$ cat src/rtl/cmf_pkg.sv
package cmf_pkg;
  localparam int CTL_W    = 16;
  localparam int DLC_W    = 4;
  localparam int CANID_W  = 29;
  localparam int ARB_W    = CANID_W + 2;
  localparam int A_XTD    = CANID_W;
  localparam int A_DIR    = CANID_W + 1;

  localparam int F_NEWDAT = 15;
  localparam int F_MSGLST = 14;
  localparam int F_INTPND = 13;
  localparam int F_UMASK  = 12;
  localparam int F_TXIE   = 11;
  localparam int F_RXIE   = 10;
  localparam int F_RMTEN  = 9;
  localparam int F_TXRQST = 8;
  localparam int F_EOB    = 7;

  // bits that hold state; 6..4 are reserved and read as zero
  localparam logic [CTL_W-1:0] CTL_LIVE = 16'hFF8F;

  typedef logic [CTL_W-1:0] ctl_t;
  typedef logic [ARB_W-1:0] arb_t;
endpackage

$ cat src/rtl/cmf_obj_store.sv
module cmf_obj_store
  import cmf_pkg::*;
#(
  parameter int NUM_OBJ = 16,
  parameter int IDX_W   = 4
) (
  input  logic                          clk,
  input  logic                          rst_n,
  input  logic                          evt_vld,
  input  logic                          evt_tx,
  input  logic [IDX_W-1:0]              evt_obj,
  input  logic [DLC_W-1:0]              evt_dlc,
  input  logic                          cmt_wr,
  input  logic [IDX_W-1:0]              cmt_obj,
  input  logic [CTL_W-1:0]              cmt_ctl,
  input  logic [ARB_W-1:0]              cmt_arb,
  input  logic [ARB_W-1:0]              cmt_msk,
  output logic [NUM_OBJ-1:0][CTL_W-1:0] ctl_q,
  output logic [NUM_OBJ-1:0][ARB_W-1:0] arb_q,
  output logic [NUM_OBJ-1:0][ARB_W-1:0] msk_q
);

  for (genvar g = 0; g < NUM_OBJ; g++) begin : g_obj
    logic hit;
    logic cw;
    logic en;
    ctl_t h_ctl;
    ctl_t ctl_d;
    arb_t arb_d;
    arb_t msk_d;

    always_comb begin
      hit   = evt_vld && (evt_obj == IDX_W'(g));
      cw    = cmt_wr && (cmt_obj == IDX_W'(g));
      h_ctl = ctl_q[g];
      if (hit && !evt_tx) begin
        h_ctl[F_NEWDAT] = 1'b1;
        if (!arb_q[g][A_DIR] && ctl_q[g][F_NEWDAT]) begin
          h_ctl[F_MSGLST] = 1'b1;
        end
        if (ctl_q[g][F_RXIE]) begin
          h_ctl[F_INTPND] = 1'b1;
        end
        h_ctl[DLC_W-1:0] = evt_dlc;
      end
      if (hit && evt_tx && ctl_q[g][F_TXIE]) begin
        h_ctl[F_INTPND] = 1'b1;
      end
      ctl_d = h_ctl;
      if (cw) begin
        ctl_d           = cmt_ctl & CTL_LIVE;
        ctl_d[F_MSGLST] = cmt_ctl[F_MSGLST] | (h_ctl[F_MSGLST] & ~ctl_q[g][F_MSGLST]);
      end
      arb_d = cw ? cmt_arb : arb_q[g];
      msk_d = cw ? cmt_msk : msk_q[g];
      en    = hit | cw;
    end

    always_ff @(posedge clk or negedge rst_n) begin
      if (!rst_n) begin
        ctl_q[g] <= '0;
        arb_q[g] <= '0;
        msk_q[g] <= '0;
      end else if (en) begin
        ctl_q[g] <= ctl_d;
        arb_q[g] <= arb_d;
        msk_q[g] <= msk_d;
      end
    end


    msglst_src_chk: assert property (@(posedge clk) disable iff (!rst_n)
      $rose(ctl_q[g][F_MSGLST]) |->
        ($past(hit && !evt_tx && ctl_q[g][F_NEWDAT] && !arb_q[g][A_DIR]) || $past(cw)));


    newdat_set_chk: assert property (@(posedge clk) disable iff (!rst_n)
      (hit && !evt_tx && !cw) |=> ctl_q[g][F_NEWDAT]);


    txie_off_chk: assert property (@(posedge clk) disable iff (!rst_n)
      (hit && evt_tx && !ctl_q[g][F_TXIE] && !cw) |=> $stable(ctl_q[g]));
  end

endmodule

$ cat src/rtl/cmf_xfer_ctrl.sv
module cmf_xfer_ctrl
  import cmf_pkg::*;
#(
  parameter int XFER_CYC = 3,
  parameter int IDX_W    = 4
) (
  input  logic             clk,
  input  logic             rst_n,
  input  logic             ctl_we,
  input  logic [CTL_W-1:0] ctl_wdata,
  input  logic             arb_we,
  input  logic [ARB_W-1:0] arb_wdata,
  input  logic             msk_we,
  input  logic [ARB_W-1:0] msk_wdata,
  input  logic             start,
  input  logic             start_wr,
  input  logic [IDX_W-1:0] start_obj,
  input  logic [CTL_W-1:0] obj_ctl,
  input  logic [ARB_W-1:0] obj_arb,
  input  logic [ARB_W-1:0] obj_msk,
  output logic             busy,
  output logic             cmt_wr,
  output logic [IDX_W-1:0] cur_obj,
  output logic [CTL_W-1:0] ifc_ctl,
  output logic [ARB_W-1:0] ifc_arb,
  output logic [ARB_W-1:0] ifc_msk
);

  localparam int CNT_W = (XFER_CYC > 1) ? $clog2(XFER_CYC) : 1;
  localparam logic [CNT_W-1:0] CNT_LAST = CNT_W'(XFER_CYC - 1);

  logic             busy_q, busy_d;
  logic [CNT_W-1:0] cnt_q, cnt_d;
  logic             cnt_en;
  logic             wr_q;
  logic [IDX_W-1:0] obj_q;
  logic             launch;
  logic             cmt;
  logic             rd_load;
  ctl_t             ctl_q, ctl_d;
  arb_t             arb_q, arb_d;
  arb_t             msk_q, msk_d;
  logic             ifc_en;

  always_comb begin
    cmt     = busy_q && (cnt_q == CNT_LAST);
    launch  = !busy_q && start;
    rd_load = cmt && !wr_q;
    busy_d  = busy_q;
    if (cmt) begin
      busy_d = 1'b0;
    end else if (launch) begin
      busy_d = 1'b1;
    end
    cnt_en = busy_q || launch;
    cnt_d  = (busy_q && !cmt) ? cnt_q + CNT_W'(1) : '0;
  end

  always_comb begin
    ctl_d  = ctl_q;
    arb_d  = arb_q;
    msk_d  = msk_q;
    ifc_en = 1'b0;
    if (rd_load) begin
      ctl_d  = obj_ctl & CTL_LIVE;
      arb_d  = obj_arb;
      msk_d  = obj_msk;
      ifc_en = 1'b1;
    end else if (!busy_q) begin
      if (ctl_we) ctl_d = ctl_wdata & CTL_LIVE;
      if (arb_we) arb_d = arb_wdata;
      if (msk_we) msk_d = msk_wdata;
      ifc_en = ctl_we | arb_we | msk_we;
    end
  end

  always_ff @(posedge clk or negedge rst_n) begin
    if (!rst_n) begin
      busy_q <= 1'b0;
      cnt_q  <= '0;
      wr_q   <= 1'b0;
      obj_q  <= '0;
    end else begin
      busy_q <= busy_d;
      if (cnt_en) cnt_q <= cnt_d;
      if (launch) begin
        wr_q  <= start_wr;
        obj_q <= start_obj;
      end
    end
  end

  always_ff @(posedge clk or negedge rst_n) begin
    if (!rst_n) begin
      ctl_q <= '0;
      arb_q <= '0;
      msk_q <= '0;
    end else if (ifc_en) begin
      ctl_q <= ctl_d;
      arb_q <= arb_d;
      msk_q <= msk_d;
    end
  end

  assign busy    = busy_q;
  assign cmt_wr  = cmt && wr_q;
  assign cur_obj = obj_q;
  assign ifc_ctl = ctl_q;
  assign ifc_arb = arb_q;
  assign ifc_msk = msk_q;


  ifc_hold_chk: assert property (@(posedge clk) disable iff (!rst_n)
    (busy_q && !rd_load) |=> ($stable(ctl_q) && $stable(arb_q) && $stable(msk_q)));


  busy_keep_chk: assert property (@(posedge clk) disable iff (!rst_n)
    (busy_q && (cnt_q != CNT_LAST)) |=> (busy_q && $stable(obj_q) && $stable(wr_q)));


  busy_end_chk: assert property (@(posedge clk) disable iff (!rst_n)
    (busy_q && (cnt_q == CNT_LAST)) |=> !busy_q);

endmodule

$ cat src/rtl/cmf_irq_arb.sv
module cmf_irq_arb #(
  parameter int NUM_OBJ = 16,
  parameter int ID_W    = 5
) (
  input  logic               clk,
  input  logic               rst_n,
  input  logic [NUM_OBJ-1:0] pend,
  output logic [ID_W-1:0]    int_id
);

  always_comb begin
    int_id = '0;
    for (int i = NUM_OBJ - 1; i >= 0; i--) begin
      if (pend[i]) int_id = ID_W'(i + 1);
    end
  end


  id_pend_chk: assert property (@(posedge clk) disable iff (!rst_n)
    (int_id != '0) |-> (|(pend & (NUM_OBJ'(1) << (int_id - ID_W'(1))))));


  id_lowest_chk: assert property (@(posedge clk) disable iff (!rst_n)
    (int_id != '0) |-> ((pend & ((NUM_OBJ'(1) << (int_id - ID_W'(1))) - NUM_OBJ'(1))) == '0));


  id_idle_chk: assert property (@(posedge clk) disable iff (!rst_n)
    (pend == '0) |-> (int_id == '0));

endmodule

$ cat src/rtl/cmf_accept.sv
module cmf_accept
  import cmf_pkg::*;
(
  input  logic             clk,
  input  logic             rst_n,
  input  logic             use_msk,
  input  logic [ARB_W-1:0] obj_arb,
  input  logic [ARB_W-1:0] obj_msk,
  input  logic [ARB_W-1:0] rx_arb,
  output logic             hit
);

  arb_t care;

  always_comb begin
    care = use_msk ? obj_msk : '1;
    hit  = ((rx_arb ^ obj_arb) & care) == '0;
  end


  exact_chk: assert property (@(posedge clk) disable iff (!rst_n)
    (!use_msk && hit) |-> (rx_arb == obj_arb));


  masked_chk: assert property (@(posedge clk) disable iff (!rst_n)
    (use_msk && ((rx_arb & obj_msk) == (obj_arb & obj_msk))) |-> hit);

endmodule

$ cat src/rtl/can_mobj_flags.sv
module can_mobj_flags
  import cmf_pkg::*;
#(
  parameter int NUM_OBJ  = 16,
  parameter int XFER_CYC = 3,
  localparam int IDX_W   = (NUM_OBJ > 1) ? $clog2(NUM_OBJ) : 1,
  localparam int ID_W    = $clog2(NUM_OBJ + 1)
) (
  input  logic             clk,
  input  logic             rst_n,
  input  logic             ifc_ctl_we,
  input  logic [31:0]      ifc_ctl_wdata,
  input  logic             ifc_arb_we,
  input  logic [ARB_W-1:0] ifc_arb_wdata,
  input  logic             ifc_msk_we,
  input  logic [ARB_W-1:0] ifc_msk_wdata,
  input  logic             xfer_start,
  input  logic             xfer_write,
  input  logic [IDX_W-1:0] xfer_obj,
  output logic             xfer_busy,
  output logic [31:0]      ifc_ctl_rdata,
  output logic [ARB_W-1:0] ifc_arb_rdata,
  output logic [ARB_W-1:0] ifc_msk_rdata,
  input  logic             hnd_evt_vld,
  input  logic             hnd_evt_tx,
  input  logic [IDX_W-1:0] hnd_evt_obj,
  input  logic [DLC_W-1:0] hnd_evt_dlc,
  input  logic [IDX_W-1:0] acc_obj,
  input  logic [ARB_W-1:0] acc_arb,
  output logic             acc_hit,
  output logic [ID_W-1:0]  int_id,
  output logic             int_line
);

  logic [1:0]                    rst_sync_q;
  logic                          core_rst_n;
  logic [NUM_OBJ-1:0][CTL_W-1:0] ctl_q;
  logic [NUM_OBJ-1:0][ARB_W-1:0] arb_q;
  logic [NUM_OBJ-1:0][ARB_W-1:0] msk_q;
  logic [NUM_OBJ-1:0]            pend;
  logic                          cmt_wr;
  logic [IDX_W-1:0]              cur_obj;
  ctl_t                          ifc_ctl;
  arb_t                          ifc_arb;
  arb_t                          ifc_msk;
  logic [15:0]                   unused_ctl_hi;

  always_ff @(posedge clk or negedge rst_n) begin
    if (!rst_n) rst_sync_q <= '0;
    else        rst_sync_q <= {rst_sync_q[0], 1'b1};
  end
  assign core_rst_n    = rst_sync_q[1];
  assign unused_ctl_hi = ifc_ctl_wdata[31:16];

  cmf_xfer_ctrl #(
    .XFER_CYC (XFER_CYC),
    .IDX_W    (IDX_W)
  ) u_xfer (
    .clk       (clk),
    .rst_n     (core_rst_n),
    .ctl_we    (ifc_ctl_we),
    .ctl_wdata (ifc_ctl_wdata[CTL_W-1:0]),
    .arb_we    (ifc_arb_we),
    .arb_wdata (ifc_arb_wdata),
    .msk_we    (ifc_msk_we),
    .msk_wdata (ifc_msk_wdata),
    .start     (xfer_start),
    .start_wr  (xfer_write),
    .start_obj (xfer_obj),
    .obj_ctl   (ctl_q[cur_obj]),
    .obj_arb   (arb_q[cur_obj]),
    .obj_msk   (msk_q[cur_obj]),
    .busy      (xfer_busy),
    .cmt_wr    (cmt_wr),
    .cur_obj   (cur_obj),
    .ifc_ctl   (ifc_ctl),
    .ifc_arb   (ifc_arb),
    .ifc_msk   (ifc_msk)
  );

  cmf_obj_store #(
    .NUM_OBJ (NUM_OBJ),
    .IDX_W   (IDX_W)
  ) u_store (
    .clk     (clk),
    .rst_n   (core_rst_n),
    .evt_vld (hnd_evt_vld),
    .evt_tx  (hnd_evt_tx),
    .evt_obj (hnd_evt_obj),
    .evt_dlc (hnd_evt_dlc),
    .cmt_wr  (cmt_wr),
    .cmt_obj (cur_obj),
    .cmt_ctl (ifc_ctl),
    .cmt_arb (ifc_arb),
    .cmt_msk (ifc_msk),
    .ctl_q   (ctl_q),
    .arb_q   (arb_q),
    .msk_q   (msk_q)
  );

  for (genvar g = 0; g < NUM_OBJ; g++) begin : g_pend
    assign pend[g] = ctl_q[g][F_INTPND];
  end

  cmf_irq_arb #(
    .NUM_OBJ (NUM_OBJ),
    .ID_W    (ID_W)
  ) u_irq (
    .clk    (clk),
    .rst_n  (core_rst_n),
    .pend   (pend),
    .int_id (int_id)
  );

  cmf_accept u_acc (
    .clk     (clk),
    .rst_n   (core_rst_n),
    .use_msk (ctl_q[acc_obj][F_UMASK]),
    .obj_arb (arb_q[acc_obj]),
    .obj_msk (msk_q[acc_obj]),
    .rx_arb  (acc_arb),
    .hit     (acc_hit)
  );

  assign int_line      = (int_id != '0);
  assign ifc_ctl_rdata = {16'h0000, ifc_ctl};
  assign ifc_arb_rdata = ifc_arb;
  assign ifc_msk_rdata = ifc_msk;

endmodule

$ cat config.mk
export PLATFORM = sky130hd
export DESIGN_NAME = can_mobj_flags
export DESIGN_NICKNAME = d
export VERILOG_FILES = /design/src/rtl/cmf_pkg.sv /design/src/rtl/cmf_obj_store.sv /design/src/rtl/cmf_xfer_ctrl.sv /design/src/rtl/cmf_irq_arb.sv /design/src/rtl/cmf_accept.sv /design/src/rtl/can_mobj_flags.sv
export SDC_FILE = /design/constraint.sdc
export NUM_CORES = 2
export LEC_CHECK = 0
export BUFFER_PORTS_ARGS = -buffer_cell sky130_fd_sc_hd__buf_2
export CORE_ASPECT_RATIO = 1.5
export CORE_MARGIN = 2
export CORE_UTILIZATION = 55
export DETAILED_ROUTE_END_ITERATION = 6
export GPL_TIMING_DRIVEN = 0
export PLACE_DENSITY = 0.72
export SYNTH_ARGS = -nofsm -noshare
export SYNTH_HDL_FRONTEND = slang
export SYNTH_HIERARCHICAL = 1
export SYNTH_SLANG_ARGS = --single-unit
$ cat constraint.sdc
create_clock -name clk -period 70.3 [get_ports clk]
set_clock_uncertainty 0.1 [all_clocks]
set_input_delay 14.06 -clock clk [delete_from_list [all_inputs] [get_ports clk]]
set_output_delay 14.06 -clock clk [all_outputs]
set_load 0.01 [all_outputs]
==> flow_summary.ini <==
[worst_setup_path]
required_ns = 56.14
crit_type = in -> out
endpoint_kind = output pin
cpMostUsedCell = buf_2
path_cells = buf_2, buf_2, buf_1, mux4_2, a22oi_1, nand2_1, xor2_1, a22oi_1, nand4_1, nor2_1, o211a_1, buf_2
slowest_stage = buf_1
worst_ep_arrival_time_ns = 18.30
cp_max_fo = 11
startpoint_type = primary input
cpPeakStageDelay_ns = 1.06

[power]
p_total_mw = 3.25
powerDensity_nw_per_um2 = 43.3
cellLeakagePower_nw = 34.8
vdd_drop_max_mv = 0.0304

[cells_and_area]
fin_nets = 5229
stdcell_area_um2 = 75100
stdcell_count = 6764
drive_gt1_share_pct = 42.1
n_fill_cell = 9339
area_delta_synth_final_pct = 11.7

[placement]
place.port_buffers = 210
place_hpwl_um = 167000
place.gp.congestion = 1.00
place_area_um2 = 71000
placed_cells = 6535

[global_route]
grt_use_total_pct = 38.5
grt_overflow_total = 0
grt_antenna_before_repair = 13
grt_pass1_wl_um = 342000
grt_pass1_vias = 50263
grt_max_degree = 73

[sta]
grt_setup_unrepaired = false
finalCritPeriodShare_pct = 46.2
relSlewSlack_pct = -6.21
finalSetupViolCount = 0
finalHoldViolCount = 0
finalMaxSlewViolations = 33
worstMarginPinSlew_ns = 1.59
fmax_mhz = 30.8
fin_tns_setup_ns = 0
period_needed_ns = 32.46
whs_ns = 0.196

[run_status]
violations = DRC, capacitance limit, slew limit
status = complete, but fails checks

[route]
wl_um = 237000
wl_per_cell_um = 35.0
dr_total_vias = 47901
ant_nets = 0
firstDrtPassIters = 7
drc = 2
drt_iter0_drc = 5038
viasPerCell = 7.08

[die]
die_h_um = 432
dieArea_um2 = 125000
coreArea_um2 = 122000
io_pins = 252
num_rows = 157
initial_core_util_pct = 55.2
die_w_um = 290

[clock_network]
cts_buffer_depth = 3
cts_tree = yes
h-tree-depth = 4
post-cts-setup-buffers = 0
cts-resized-gates = 0
cts.sinks = 1285
holdBufCountCts = 0
clk-insertion-delay-late_ns = 0.78
cts_buffers = 131
clkTransAtPathRegs_ns = 0.07
root_buffer = clkbuf_16

[synthesis]
avgSynthCellArea_um2 = 14.3
syn_area_um2 = 67300
yosysWarnings = 6
netlist_instances = 4698

[min_path]
hold_class = reg -> async

[flow_run]
max-cap-violations = 3
-- critical path, delay by kind of cell --
family	cells	cell delay (ns)
AO/OA/AOI/OAI	3	0.84
buffers and inverters	4	2.29
multiplexers	1	0.43
AND/OR/NAND/NOR	3	0.40
XOR/XNOR	1	0.26
-- metal layers --
| metal | GRT usage [%] | vias to the layer above | wire length [um] |
|---|---|---|---|
| met5 | 0 | - | 184 |
| met4 | 30.1 | 28 | 23000 |
| met3 | 11.8 | 1087 | 24900 |
| met2 | 59.5 | 3010 | 110000 |
| met1 | 44.6 | 24958 | 78600 |
| li1 | - | 18818 | - |
-- worst paths after layout --
kind / start / end / slack (ns) / cells after the start
worst min-delay path: rst_sync_q[1] / u_store/ctl_q[179] / 0.20 / 0
worst max register to register: u_xfer/cur_obj[1] / u_xfer/ifc_ctl[14] / 66.35 / 8
max in group asynchronous: rst_n / rst_sync_q[1] / 57.03 / 1
min in group clk: rst_sync_q[0] / rst_sync_q[1] / 0.25 / 0
worst max-delay path: acc_obj[1] / acc_hit / 37.84 / 12
worst min register to register: rst_sync_q[1] / u_store/ctl_q[179] / 0.20 / 0
-- cell usage in the layout (no fill, tap or decap), types with 5 or more instances in the layout --
master and instances:
a21oi_1 108, a22oi_1 291, a31oi_1 71, a32oi_1 15
and2_1 6, and3b_1 6, buf_1 19, buf_12 7
buf_16 20, buf_2 396, buf_4 48, buf_6 27
clkbuf_1 249, clkbuf_16 136, clkbuf_8 24, clkinv_2 12
conb_1 20, dfrtp_1 1284, diode_2 5, inv_1 6
inv_6 7, mux2_1 183, mux2_2 911, mux2i_1 75
mux4_2 552, nand2_1 164, nand2b_1 10, nand3_1 80
nand3b_1 7, nand4_1 17, nor2_1 110, nor2b_1 14
nor3_1 67, nor4_1 10, o211ai_1 15, o21ai_0 82
o22ai_1 10, o2bb2ai_1 8, xor2_1 31
-- registers in the layout, summed over array words and instances, names as in the netlist --
signal,count
u_store/ctl_q,208
u_xfer/ifc_arb,31
u_store/arb_q,496
rst_sync_q,2
u_xfer/cnt_q,2
u_xfer/busy,1
u_xfer/ifc_ctl,13
u_xfer/wr_q,1
u_xfer/ifc_msk,31
u_xfer/cur_obj,4
u_store/msk_q,496
-- layout make-up --
type	instances	area [um2]	area share (%)
antenna	5	12.5	0.0167
buffer	504	2630	3.50
clock buffer	196	3870	5.15
clock inverter	28	309	0.411
inverter	7	26.3	0.0350
multi-input combinational	2919	32600	43.3
sequential	1285	32200	42.8
tap	1590	1990	2.65
timing repair buffer	230	1600	2.13
-- metrics by stage --
stage          utilization (%)  worst slack [ns]
3_3_place_gp              57.8             17.03
6_report                  61.7             37.84
2_1_floorplan                -             31.73
4_1_cts                   61.7             38.12
3_5_place_dp              58.3             38.13
5_1_grt                   61.7             37.90
-- where the power goes --
group | total [mW] | internal (mW) | switching (mW)
Sequential | 1.30 | 1.04 | 0.264
Combinational | 1.25 | 0.596 | 0.654
Clock | 0.700 | 0.393 | 0.307
Note: power is estimated with default switching activity, not from simulation.
